## src/rtl/ivt_pkg.sv

```systemverilog
package ivt_pkg;
  localparam logic [1:0] SEL_SCRATCH = 2'd0;
  localparam logic [1:0] SEL_CTRL    = 2'd1;
  localparam logic [1:0] SEL_RELOAD  = 2'd2;
  localparam logic [1:0] SEL_COUNT   = 2'd3;
  localparam int CTRL_IEN_BIT = 0;
  localparam int CTRL_RUN_BIT = 2;
endpackage

```

## src/rtl/ivt_regs.sv

```systemverilog
module ivt_regs
  import ivt_pkg::*;
#(
  parameter int DW = 32,
  parameter int AW = 4
) (
  input  logic            clk,
  input  logic            rst_n,
  input  logic            bus_valid,
  input  logic            bus_write,
  input  logic [AW-1:0]   bus_addr,
  input  logic [DW/8-1:0] bus_be,
  input  logic [DW-1:0]   bus_wdata,
  input  logic [DW-1:0]   count_i,
  output logic [DW-1:0]   bus_rdata,
  output logic            bus_err,
  output logic            run_o,
  output logic            ien_o,
  output logic [DW-1:0]   reload_o
);
  logic [DW-1:0] scratch_q, scratch_d;
  logic [DW-1:0] ctrl_q,    ctrl_d;
  logic [DW-1:0] reload_q,  reload_d;
  logic          hi_zero;
  logic          aligned, full_word, legal;
  logic [1:0]    sel;

  generate
    if (AW > 4) begin : g_hi
      assign hi_zero = ~|bus_addr[AW-1:4];
    end else begin : g_nohi
      assign hi_zero = 1'b1;
    end
  endgenerate

  assign sel       = bus_addr[3:2];
  assign aligned   = (bus_addr[1:0] == 2'b00);
  assign full_word = &bus_be;
  assign legal     = bus_valid && full_word && aligned && hi_zero &&
                     !(bus_write && sel == SEL_COUNT);
  assign bus_err   = bus_valid && !legal;

  always_comb begin
    scratch_d = scratch_q;
    ctrl_d    = ctrl_q;
    reload_d  = reload_q;
    if (legal && bus_write) begin
      unique case (sel)
        SEL_SCRATCH: scratch_d = bus_wdata;
        SEL_CTRL:    ctrl_d    = bus_wdata;
        SEL_RELOAD:  reload_d  = bus_wdata;
        default:     ;
      endcase
    end
  end

  always_comb begin
    bus_rdata = '0;
    if (legal && !bus_write) begin
      unique case (sel)
        SEL_SCRATCH: bus_rdata = scratch_q;
        SEL_CTRL:    bus_rdata = ctrl_q;
        SEL_RELOAD:  bus_rdata = reload_q;
        default:     bus_rdata = count_i;
      endcase
    end
  end

  always_ff @(posedge clk or negedge rst_n) begin
    if (!rst_n) begin
      scratch_q <= '0;
      ctrl_q    <= '0;
      reload_q  <= '0;
    end else begin
      scratch_q <= scratch_d;
      ctrl_q    <= ctrl_d;
      reload_q  <= reload_d;
    end
  end

  assign run_o    = ctrl_q[CTRL_RUN_BIT];
  assign ien_o    = ctrl_q[CTRL_IEN_BIT];
  assign reload_o = reload_q;
endmodule

```

## src/rtl/ivt_counter.sv

```systemverilog
module ivt_counter #(
  parameter int DW = 32
) (
  input  logic          clk,
  input  logic          rst_n,
  input  logic          tick,
  input  logic          run,
  input  logic          refill_en,
  input  logic [DW-1:0] reload,
  output logic [DW-1:0] count_o
);
  logic [DW-1:0] count_q, count_d;
  logic          step;

  assign step = tick && run;

  always_comb begin
    count_d = count_q;
    if (step) begin
      if (count_q != '0)  count_d = count_q - 1'b1;
      else if (refill_en) count_d = reload;
    end
  end

  always_ff @(posedge clk or negedge rst_n) begin
    if (!rst_n) count_q <= '0;
    else        count_q <= count_d;
  end

  assign count_o = count_q;
endmodule

```

## src/rtl/ivt_timer.sv

```systemverilog
module ivt_timer #(
  parameter int DW = 32,
  parameter int AW = 4
) (
  input  logic            clk,
  input  logic            rst_n,
  input  logic            tick,
  input  logic            bus_valid,
  input  logic            bus_write,
  input  logic [AW-1:0]   bus_addr,
  input  logic [DW/8-1:0] bus_be,
  input  logic [DW-1:0]   bus_wdata,
  output logic [DW-1:0]   bus_rdata,
  output logic            bus_err,
  output logic            irq
);
  logic [DW-1:0] count_w;
  logic [DW-1:0] reload_w;
  logic          run_w;
  logic          ien_w;

  ivt_regs #(.DW(DW), .AW(AW)) u_regs (
    .clk       (clk),
    .rst_n     (rst_n),
    .bus_valid (bus_valid),
    .bus_write (bus_write),
    .bus_addr  (bus_addr),
    .bus_be    (bus_be),
    .bus_wdata (bus_wdata),
    .count_i   (count_w),
    .bus_rdata (bus_rdata),
    .bus_err   (bus_err),
    .run_o     (run_w),
    .ien_o     (ien_w),
    .reload_o  (reload_w)
  );

  ivt_counter #(.DW(DW)) u_cnt (
    .clk       (clk),
    .rst_n     (rst_n),
    .tick      (tick),
    .run       (run_w),
    .refill_en (ien_w),
    .reload    (reload_w),
    .count_o   (count_w)
  );

  assign irq = (count_w == '0) && ien_w;
endmodule

```

## config.mk

```make
export PLATFORM = sky130hd
export DESIGN_NAME = ivt_timer
export DESIGN_NICKNAME = d
export VERILOG_FILES = /design/src/rtl/ivt_pkg.sv /design/src/rtl/ivt_regs.sv /design/src/rtl/ivt_counter.sv /design/src/rtl/ivt_timer.sv
export SDC_FILE = /design/constraint.sdc
export NUM_CORES = 1
export LEC_CHECK = 0
export ABC_AREA = 1
export BUFFER_PORTS_ARGS = -buffer_cell sky130_fd_sc_hd__buf_2
export CAP_MARGIN = 5
export CORE_MARGIN = 5
export CORE_UTILIZATION = 42
export CTS_CLUSTER_SIZE = 12
export DETAILED_ROUTE_END_ITERATION = 10
export GPL_ROUTABILITY_DRIVEN = 0
export HOLD_SLACK_MARGIN = 0.1
export MAX_ROUTING_LAYER = met4
export SLEW_MARGIN = 20
export SYNTH_ARGS = -nofsm -noshare
export SYNTH_HDL_FRONTEND = slang
export SYNTH_SLANG_ARGS = --single-unit
```

## constraint.sdc

```tcl
create_clock -name clk -period 3.19 [get_ports clk]
set_clock_uncertainty 0.1 [all_clocks]
set_input_delay 0.319 -clock clk [delete_from_list [all_inputs] [get_ports clk]]
set_output_delay 0.319 -clock clk [all_outputs]
set_load 0.01 [all_outputs]
```

==> metrics.txt, run 1 <==
status finished, final reports clean; Total Routing Usage GR 25.7%; synthesized netlist net count 1110; dominant combinational cell family by area after synthesis simple AND/OR/NAND/NOR gates; Synth Area in Compound Gates 9.29%; Hold Fails Final Rpt 0; crit path max fanout 20; Main synth FF type sky130_fd_sc_hd__dfrtp_1; kind of end point of the critical path output port; total internal power 2.97 mW; leading cell type by number of instances after synthesis sky130_fd_sc_hd__nand2_1; post-synthesis average cell area 6.79 um2; Post-synth EDFFs 0; area grow syn2layout 21.8%; number of global-route vias before repair 7167; Reg power frac 42.3%; net switching share of the total power 26.8%; number of maximum-capacitance violations 0; die outline width 141 um; Max Clk Rate 403 MHz; critical path start-end classification in2out; Final #Nets 1214; fraction of final layout cells sized beyond drive strength 1 13.3%; maximum VDD drop 0.000366 V; cell row count 48; Unique masters post-synth 33; Pwr Total 4.06 mW; Slew headroom 48.2%; critical path data required time 2770 ps; aggregate negative setup slack 0 ps; number of top-level pins 79; Die Footprint 19900 um2; standard cell area after detailed placement 7880 um2; XOR/XNOR Fraction of Synth Area 0.607%; count of antenna-violating nets left after detailed routing 0; Arrival @ worst endpoint 2060 ps; post-synthesis sequential area ratio 44.4%; cell types occupying the most area after synthesis sky130_fd_sc_hd__dfrtp_1 44%, sky130_fd_sc_hd__nand2_1 29%, sky130_fd_sc_hd__o21ai_0 4.9%, sky130_fd_sc_hd__nor2_1 4.0%, sky130_fd_sc_hd__nand3_1 2.5%; Worst Max-Slew Pin Slew 776 ps; number of antenna violations at the first check in global routing 0; synthesized instance count 1063; clock transition time at the flip-flop clock pins of the worst setup and hold paths 60 ps; H-tree depth reported by CTS 4; Skew-Pair Late Insertion Delay 420 ps; post-synthesis share of cell area spent on and, or, nand and nor gates 39.6%; Die H 141 um; YS warnings 0; Combinational Power Share 9.6%; endpoints failing setup 0; final instance area 8790 um2; class of the tightest hold or removal check reg2reg; Leak Pwr 4.68 nW; first-pass GRT wire length 39500 um; multiplexer share of the synthesized area 0%; fill count 1752; area taken by multi-input logic gates 3610 um2; detailed-router iteration count before antenna repair 5; routed wire length per instance 17.0 um; cell type contributing the most total cell area after synthesis sky130_fd_sc_hd__dfrtp_1; CTS max path bufs 2; flops & latches, synth 128; root buf cell sky130_fd_sc_hd__clkbuf_16; fraction of synthesis flops using an asynchronous set or reset pin 100%; most frequent cells after synthesis 559 x sky130_fd_sc_hd__nand2_1, 128 x sky130_fd_sc_hd__dfrtp_1, 77 x sky130_fd_sc_hd__nor2_1; combined area of all synthesized cells 7220 um2; area used by sequential logic in the layout 3200 um2; Period minus WS final 2480 ps; startpoint class of the critical path primary input; area share of the leading cell type in the synthesized netlist 44.4%; grt ovf 0; number of sinks on the clock net 128; post-cts repair resize count 0; CORE AREA 17100 um2; Routed Wire Length 24000 um; part of the cycle the worst path needs 77.8%; drt first-iter violations 627; power per unit of standard cell area 462 nW/um2; number of slew-limit violations in the final report 0; switching power 1.09 mW; hpwl dp 16600 um; setup repair after global routing missed its margin no; total vias in the final route 7347; Clk pwr share 48.0%; post-synthesis share of cell area spent on full adders, half adders and majority gates 0.347%; IO Port Bufs 78; clock tree from TritonCTS built; total CTS buffers 17; pin count of the biggest net entering global routing 80; starting density of the core 42.3%; Avg Vias per Cell 5.23; drc violations 0
## cell type report
class	instances	area share [%]
inverters	48	2.05
well taps	225	3.20
multi-input cells	839	41.1
diodes	1	0.0285
repair buffers	133	10.6
flip-flops and latches	128	36.4
clock inverters	14	1.76
clock buffers	18	4.88
## state kept, by name, summed over array words and instances (netlist names)
register and cells:
u_regs.reload_o 32, u_cnt.count_o 32, u_regs.scratch_q 32, u_regs.ctrl_q 32
## worst paths after layout
| kind | slack, ps | depth (start not counted) | startpoint | endpoint |
|---|---|---|---|---|
| min reg2reg | 380 | 2 | u_regs.ctrl_q[21]$_DFFE_PN0P_ | u_regs.ctrl_q[21]$_DFFE_PN0P_ |
| max | 710 | 8 | bus_addr[3] | bus_rdata[15] |
| max in group asynchronous | 1810 | 3 | rst_n | u_regs.reload_o[23]$_DFFE_PN0P_ |
| min in group asynchronous | 430 | 2 | rst_n | u_regs.scratch_q[9]$_DFFE_PN0P_ |
| max reg2reg | 820 | 11 | u_cnt.count_o[0]$_DFFE_PN0P_ | u_cnt.count_o[24]$_DFFE_PN0P_ |
| min | 380 | 2 | u_regs.ctrl_q[21]$_DFFE_PN0P_ | u_regs.ctrl_q[21]$_DFFE_PN0P_ |
## logic make-up after synthesis
group           count (synthesis)
compound gates                119
flops                         128
simple gates                  713
fa+ha+maj                       2
buf+inv                        96
xor+xnor                        5
## power groups by stage
stage	clock network [mW]	logic (mW)	registers, mW
6_report	1.95	0.391	1.72
2_1_floorplan	0	0.211	1.73
3_5_place_dp	0	0.359	1.74
3_3_place_gp	0	0.357	1.74
4_1_cts	1.98	0.391	1.71
5_1_grt	2.05	0.443	1.72
## critical path, stage by stage
cell,delay [ps]
sky130_fd_sc_hd__buf_2,340
sky130_fd_sc_hd__inv_1,150
sky130_fd_sc_hd__nand2_1,140
sky130_fd_sc_hd__inv_1,70
sky130_fd_sc_hd__buf_4,190
sky130_fd_sc_hd__a221oi_1,450
sky130_fd_sc_hd__a21oi_1,210
sky130_fd_sc_hd__buf_2,190
## routing by layer
layer,routed length (um),share of wire (%),vias up,GRT usage (%)
met1,11300,47,3444,37.2
met4,464,1.9,0,7.50
met3,1670,7.0,29,4.07
met2,10600,44,297,37.5
met5,0,0,-,-
li1,-,-,3577,-
## stage by stage
step	util, %	hold slack (ps)	cells	worst slack (ps)
6_report	51.5	379	1406	707
2_1_floorplan	-	-76.6	1063	1330
5_1_grt	51.5	397	1405	563
3_5_place_dp	46.2	330	1340	830
4_1_cts	51.5	377	1405	745
3_3_place_gp	46.2	332	1340	829
## layout by cell type, fill, tap and decap left out, drive strengths merged, types with 12 or more instances in the layout
cell / instances
a31oi: 28
buf: 100
clkbuf: 18
dfrtp: 128
dlygate4sd3: 33
inv: 53
nand2: 565
nand3: 36
nand4: 12
nor2: 86
o21ai: 83
## what timing repair did
| item | 4_1_cts | 5_1_grt |
|---|---|---|
| hold endpoints to repair | 174 | 0 |
| hold buffers | 33 | 0 |
| buffers inserted | 0 | 0 |
(Power assumes the default switching activity.)
==> inputs of run 2 (changes only) <==
==> constraint.sdc (replaced) <==
create_clock -name clk -period 2.5 [get_ports clk]
set_clock_uncertainty 0.1 [all_clocks]
set_input_delay 0.25 -clock clk [delete_from_list [all_inputs] [get_ports clk]]
set_output_delay 0.25 -clock clk [all_outputs]
set_load 0.01 [all_outputs]
==> run 2 against run 1 <==
Compared with the run above: global-route usage decreased by 0.13 points; via count up 0.93%; sequential cell count unchanged; critical endpoint is now u_cnt.count_o[26]$_DFFE_PN0P_; highest routed layer unchanged; core utilization rose by 0.78 points; critical path depth is 1 higher.
==> metrics.txt, run 2 (synthesis results as in run 1) <==
status finished, final reports clean (unchanged); Combinational Power Share 9.6% (about the same); Hold WS 225 ps (was 379 ps); Routed Wire Length 23900 um (was 24000 um); number of antenna violations at the first check in global routing 0 (unchanged); Total Routing Usage GR 25.6% (was 25.7%); part of the cycle the worst path needs 89.1%; total CTS buffers 17 (unchanged); startpoint of the worst register-to-register path u_cnt.count_o[0]$_DFFE_PN0P_ (unchanged); reg2reg setup slack 270 ps (was 820 ps); path depth of the worst reg2reg path 9 (was 11); net switching share of the total power 26.5% (was 26.8%); total vias in the final route 7415 (was 7347); number of global-route vias before repair 7212 (was 7167); H-tree depth reported by CTS 4 (unchanged); routed wire length per instance 16.9 um (was 17.0 um); hpwl dp 17000 um (was 16600 um); power per unit of standard cell area 597 nW/um2 (was 462 nW/um2); IO Port Bufs 78 (unchanged); root buf cell sky130_fd_sc_hd__clkbuf_16 (unchanged); number of slew-limit violations in the final report 0 (unchanged); clock tree from TritonCTS built (unchanged); Hold Fails Final Rpt 0 (unchanged); drt first-iter violations 759 (was 627); clock transition time at the flip-flop clock pins of the worst setup and hold paths 60 ps (about the same); critical path data required time 2710 ps (was 2770 ps); fraction of final layout cells sized beyond drive strength 1 14.3% (was 13.3%); capture point of the critical path u_cnt.count_o[26]$_DFFE_PN0P_ (was bus_rdata[15]); Leak Pwr 4.75 nW (was 4.68 nW); CTS max path bufs 2 (unchanged); critical path start-end classification reg2reg (was in2out); fill count 1729 (was 1752); class of the tightest hold or removal check in2async (was reg2reg); starting density of the core 42.3% (unchanged); standard cell area after detailed placement 7970 um2 (was 7880 um2); endpoints failing setup 0 (unchanged); aggregate negative setup slack 0 ps (unchanged); final instance area 8930 um2 (was 8790 um2); Die Footprint 19900 um2 (unchanged); Die H 141 um (unchanged); count of antenna-violating nets left after detailed routing 0 (unchanged); drc violations 0 (unchanged); Ant. Diodes 0 (was 1); grt ovf 0 (unchanged); Clk pwr share 49.3% (was 48.0%); maximum VDD drop 0.000459 V (was 0.000366 V); Reg power frac 41.1% (was 42.3%); highest-count cells in the layout ignoring fill and taps 559 x sky130_fd_sc_hd__nand2_1, 128 x sky130_fd_sc_hd__dfrtp_1, 77 x sky130_fd_sc_hd__buf_2, 75 x sky130_fd_sc_hd__nor2_1, 70 x sky130_fd_sc_hd__o21ai_0 (unchanged); CORE AREA 17100 um2 (unchanged); final core utilization 52.3% (was 51.5%); Max Clk Rate 449 MHz; number of maximum-capacitance violations 0 (unchanged); crit path max fanout 6 (was 20); worst r2r dst u_cnt.count_o[26]$_DFFE_PN0P_ (was u_cnt.count_o[24]$_DFFE_PN0P_); most frequent standard cell in the layout excluding fill and tap cells sky130_fd_sc_hd__nand2_1 (unchanged); origin of the worst setup path u_cnt.count_o[0]$_DFFE_PN0P_ (was bus_addr[3]); Slew headroom 55.6% (was 48.2%); first-pass GRT wire length 39200 um (was 39500 um); pin count of the biggest net entering global routing 53 (was 80); total internal power 3.91 mW (was 2.97 mW); kind of end point of the critical path register (was output port); setup repair after global routing missed its margin no (unchanged); detailed-router iteration count before antenna repair 6 (was 5); number of sinks on the clock net 128 (unchanged); Period minus WS final 2230 ps; cell row count 48 (unchanged); Worst Max-Slew Pin Slew 661 ps (was 776 ps); startpoint class of the critical path register (was primary input); Avg Vias per Cell 5.23 (about the same); die outline width 141 um (unchanged); Arrival @ worst endpoint 2440 ps (was 2060 ps); Skew-Pair Late Insertion Delay 420 ps (about the same); switching power 1.41 mW (was 1.09 mW); Pwr Total 5.33 mW (was 4.06 mW); number of top-level pins 79 (unchanged); Final #Nets 1227 (was 1214); area grow syn2layout 23.7% (was 21.8%)
==> run 2: cell types whose count changed in the layout (fill, tap and decap cells not counted) <==
cell                         previous run  this run
sky130_fd_sc_hd__clkinv_2               3         0
sky130_fd_sc_hd__inv_6                  4         7
sky130_fd_sc_hd__inv_4                  0         1
sky130_fd_sc_hd__clkinvlp_4             1         2
sky130_fd_sc_hd__inv_2                  2         1
sky130_fd_sc_hd__bufinv_16              2         3
sky130_fd_sc_hd__clkinv_4               3         2
sky130_fd_sc_hd__clkbuf_1               1         0
sky130_fd_sc_hd__diode_2                1         0
sky130_fd_sc_hd__buf_4                 19        32
==> run 2: worst min-delay path by stage <==
stage | startpoint | end | cells past startpoint
floorplan | rst_n | u_cnt.count_o[0]$_DFFE_PN0P_ | 0
global placement | rst_n | u_regs.scratch_q[8]$_DFFE_PN0P_ | 1
detailed placement | rst_n | u_regs.scratch_q[8]$_DFFE_PN0P_ | 1
CTS | rst_n | u_regs.scratch_q[8]$_DFFE_PN0P_ | 2
global route | rst_n | u_regs.scratch_q[8]$_DFFE_PN0P_ | 2
finish | rst_n | u_regs.scratch_q[8]$_DFFE_PN0P_ | 2
==> run 2: critical path: stages (launching register included) <==
cell	delay (ps)
sky130_fd_sc_hd__dfrtp_1	400
sky130_fd_sc_hd__inv_1	140
sky130_fd_sc_hd__ha_1	210
sky130_fd_sc_hd__nand2_1	120
sky130_fd_sc_hd__nor2_1	430
sky130_fd_sc_hd__nand2_1	240
sky130_fd_sc_hd__o21ai_0	230
sky130_fd_sc_hd__nand3_1	120
sky130_fd_sc_hd__nand2_1	90
sky130_fd_sc_hd__nand2_1	40
==> run 2: routing by layer <==
| layer | global-route usage (%) | vias up | wire length, um |
|---|---|---|---|
| li1 | - | 3606 | - |
| met5 | - | - | 0 |
| met1 | 37.0 | 3481 | 11100 |
| met3 | 5.02 | 32 | 1820 |
| met4 | 6.88 | 0 | 447 |
| met2 | 36.9 | 296 | 10500 |
==> run 2: area by class of cell <==
cell class / instances / area (um2) / share of cell area [%]
multi-input cells: 839 / 3610 / 40.5
flip-flops and latches: 128 / 3200 / 35.9
repair buffers: 146 / 1030 / 11.5
clock buffers: 17 / 425 / 4.77
well taps: 225 / 282 / 3.15
clock inverters: 15 / 195 / 2.19
inverters: 48 / 183 / 2.05
==> run 2: per-stage QoR <==
step / cells / worst slack (ps)
global placement: 1352 / 302
detailed placement: 1352 / 202
CTS: 1417 / 83.0
global route: 1418 / 116
floorplan: 1063 / 783
finish: 1418 / 271
==> run 2: timing repair <==
action / in CTS / in global routing
hold buffers: 33 / 0
buffers inserted: 0 / 1
resized for setup: 0 / 2
endpoints found under the setup margin: 0 / 5
endpoints found under the hold margin: 191 / 0
==> run 2: power groups by stage <==
stage               sequential, mW  clock [mW]  combinational, mW
floorplan                     2.20           0              0.269
global placement              2.22           0              0.466
detailed placement            2.22           0              0.466
CTS                           2.18        2.66              0.510
global route                  2.19        2.78              0.577
finish                        2.19        2.63              0.513
==> inputs of run 3 (changes only) <==
--- a/config.mk
+++ b/config.mk
@@ -8,6 +8,8 @@
 export ABC_AREA = 1
 export BUFFER_PORTS_ARGS = -buffer_cell sky130_fd_sc_hd__buf_2
 export CAP_MARGIN = 5
+export CELL_PAD_IN_SITES_DETAIL_PLACEMENT = 1
+export CELL_PAD_IN_SITES_GLOBAL_PLACEMENT = 1
 export CORE_MARGIN = 5
 export CORE_UTILIZATION = 42
 export CTS_CLUSTER_SIZE = 12
@@ -15,6 +17,7 @@
 export GPL_ROUTABILITY_DRIVEN = 0
 export HOLD_SLACK_MARGIN = 0.1
 export MAX_ROUTING_LAYER = met4
+export PLACE_DENSITY_LB_ADDON = 0.1
 export SLEW_MARGIN = 20
 export SYNTH_ARGS = -nofsm -noshare
 export SYNTH_HDL_FRONTEND = slang
==> run 3 against run 2 <==
Compared with the run above: routed wire length grew 16%; critical path type unchanged; critical endpoint is now u_cnt.count_o[0]$_DFFE_PN0P_; final cell count grew 0.78%; global-route usage grew 4.2 points; power is 4.5% lower; non-clock buffer count increased by 11; core utilization is essentially flat; sequential power hardly changed.
==> metrics.txt, run 3 (synthesis results as in run 1) <==
Die H 141 um (unchanged); CORE AREA 17100 um2 (unchanged); H-tree depth reported by CTS 4 (unchanged); setup ws final 229 ps (was 271 ps); setup repair after global routing missed its margin no (unchanged); total CTS buffers 17 (unchanged); final instance area 8920 um2 (was 8930 um2); wire length on met3 1540 um (was 1820 um); root buf cell sky130_fd_sc_hd__clkbuf_16 (unchanged); Slew headroom 56.1% (was 55.6%); critical path start-end classification reg2reg (unchanged); Pwr Total 5.08 mW (was 5.33 mW); IO Port Bufs 78 (unchanged); grt ovf 0 (unchanged); fraction of final layout cells sized beyond drive strength 1 15.0% (was 14.3%); top routing layer used met4 (unchanged); Hold Fails Final Rpt 0 (unchanged); number of maximum-capacitance violations 0 (unchanged); drt first-iter violations 501 (was 759); routed wire length per instance 19.3 um (was 16.9 um); number of sinks on the clock net 128 (unchanged); number of antenna violations at the first check in global routing 0 (unchanged); number of global-route vias before repair 8044 (was 7212); critical path data required time 2690 ps (was 2710 ps); aggregate negative setup slack 0 ps (unchanged); Met2 Wirelength 12300 um (was 10500 um); slowest cell on the critical path sky130_fd_sc_hd__dfrtp_1 (was sky130_fd_sc_hd__nor2_1); most frequent standard cell in the layout excluding fill and tap cells sky130_fd_sc_hd__nand2_1 (unchanged); clock transition time at the flip-flop clock pins of the worst setup and hold paths 60 ps (about the same); Ant. Diodes 0 (unchanged); number of slew-limit violations in the final report 0 (unchanged); hpwl dp 19800 um (was 17000 um); Worst Max-Slew Pin Slew 654 ps (was 661 ps); class of the tightest hold or removal check in2async (unchanged); count of antenna-violating nets left after detailed routing 0 (unchanged); Worst path max stage delay 440 ps (was 430 ps); cell row count 48 (unchanged); standard cell area after detailed placement 8040 um2 (was 7970 um2); Skew-Pair Late Insertion Delay 430 ps (was 420 ps); Avg Vias per Cell 5.38 (was 5.23); crit path max fanout 31 (was 6); Critical Path, Cell by Cell nor2_1, nand2_1, nor2_2, nand2_2, nor2_4, nand2_2, nand2_4, inv_2, nand2_1, o21ai_2 (was inv_1, ha_1, nand2_1, nor2_1, nand2_1, o21ai_0, nand3_1, nand2_1, nand2_1); setup slack after placement 255 ps (was 202 ps); Die Footprint 19900 um2 (unchanged); area grow syn2layout 23.6% (was 23.7%); clock tree from TritonCTS built (unchanged); kind of end point of the critical path register (unchanged); Period minus WS final 2270 ps (was 2230 ps); highest-count cells in the layout ignoring fill and taps 559 x sky130_fd_sc_hd__nand2_1, 128 x sky130_fd_sc_hd__dfrtp_1, 77 x sky130_fd_sc_hd__buf_2, 75 x sky130_fd_sc_hd__nor2_1, 70 x sky130_fd_sc_hd__o21ai_0 (unchanged); die outline width 141 um (unchanged); Routed Wire Length 27600 um (was 23900 um); part of the cycle the worst path needs 90.8% (was 89.1%); pin count of the biggest net entering global routing 59 (was 53); maximum VDD drop 0.000490 V (was 0.000459 V); first-pass GRT wire length 44800 um (was 39200 um); final core utilization 52.3% (about the same); detailed-router iteration count before antenna repair 5 (was 6); starting density of the core 42.3% (unchanged); CTS max path bufs 2 (unchanged); Max Clk Rate 440 MHz (was 449 MHz); power per unit of standard cell area 570 nW/um2 (was 597 nW/um2); Arrival @ worst endpoint 2460 ps (was 2440 ps); drc violations 0 (unchanged); total vias in the final route 7682 (was 7415); Leak Pwr 4.76 nW (was 4.75 nW); endpoints failing setup 0 (unchanged); wire length on met1 13000 um (was 11100 um); status finished, final reports clean (unchanged); startpoint class of the critical path register (unchanged); Total Routing Usage GR 29.8% (was 25.6%); number of top-level pins 79 (unchanged); Final #Nets 1238 (was 1227)
[run 3: layout make-up]
type	instances	area [um2]
flip-flops and latches	128	3200
multi-input cells	839	3610
well taps	225	282
fillers	2216	8130
clock inverters	13	106
clock buffers	19	443
inverters	48	180
repair buffers	157	1100
[run 3: report_power, final]
part | switching (mW) | internal [mW]
Clock | 1.05 | 1.31
Combinational | 0.345 | 0.188
Sequential | 0.0583 | 2.13
[run 3: critical path: cells and delay by family (launching register included)]
family | cells | cell delay (ps)
and+or+nand+nor | 8 | 1200
DFF | 1 | 440
buffers and inverters | 1 | 300
AOI/OAI and AO/OA | 1 | 70
[run 3: repair_timing]
action | CTS | global route
endpoints found under the hold margin | 151 | 0
resized for setup | 0 | 0
setup endpoints to repair | 0 | 2
hold buffers | 33 | 0
buffers inserted | 0 | 1
[run 3: final timing paths]
path / endpoint / from / cells past startpoint / slack, ps
worst max-delay path: u_cnt.count_o[0]$_DFFE_PN0P_ / u_cnt.count_o[23]$_DFFE_PN0P_ / 10 / 230
worst min-delay path: u_regs.scratch_q[7]$_DFFE_PN0P_ / rst_n / 2 / 270
worst max register to register: u_cnt.count_o[0]$_DFFE_PN0P_ / u_cnt.count_o[23]$_DFFE_PN0P_ / 10 / 230
worst min register to register: u_regs.ctrl_q[22]$_DFFE_PN0P_ / u_regs.ctrl_q[22]$_DFFE_PN0P_ / 2 / 380
max in group asynchronous: u_cnt.count_o[29]$_DFFE_PN0P_ / rst_n / 3 / 1360
min in group clk: u_regs.ctrl_q[2]$_DFFE_PN0P_ / bus_write / 4 / 330
[run 3: stage by stage]
| stage | hold WS, ps | std cells |
|---|---|---|
| 6_report | 267 | 1429 |
| 5_1_grt | 345 | 1429 |
| 4_1_cts | 285 | 1428 |
| 3_5_place_dp | 180 | 1363 |
| 3_3_place_gp | 173 | 1363 |
| 2_1_floorplan | -146 | 1063 |
[run 3: metal layers]
metal  vias to the layer above  track usage (%)
met4                         0             10.1
met2                       203             44.8
li1                       3621                -
met3                        50             5.90
met1                      3808             40.5
met5                         -                -
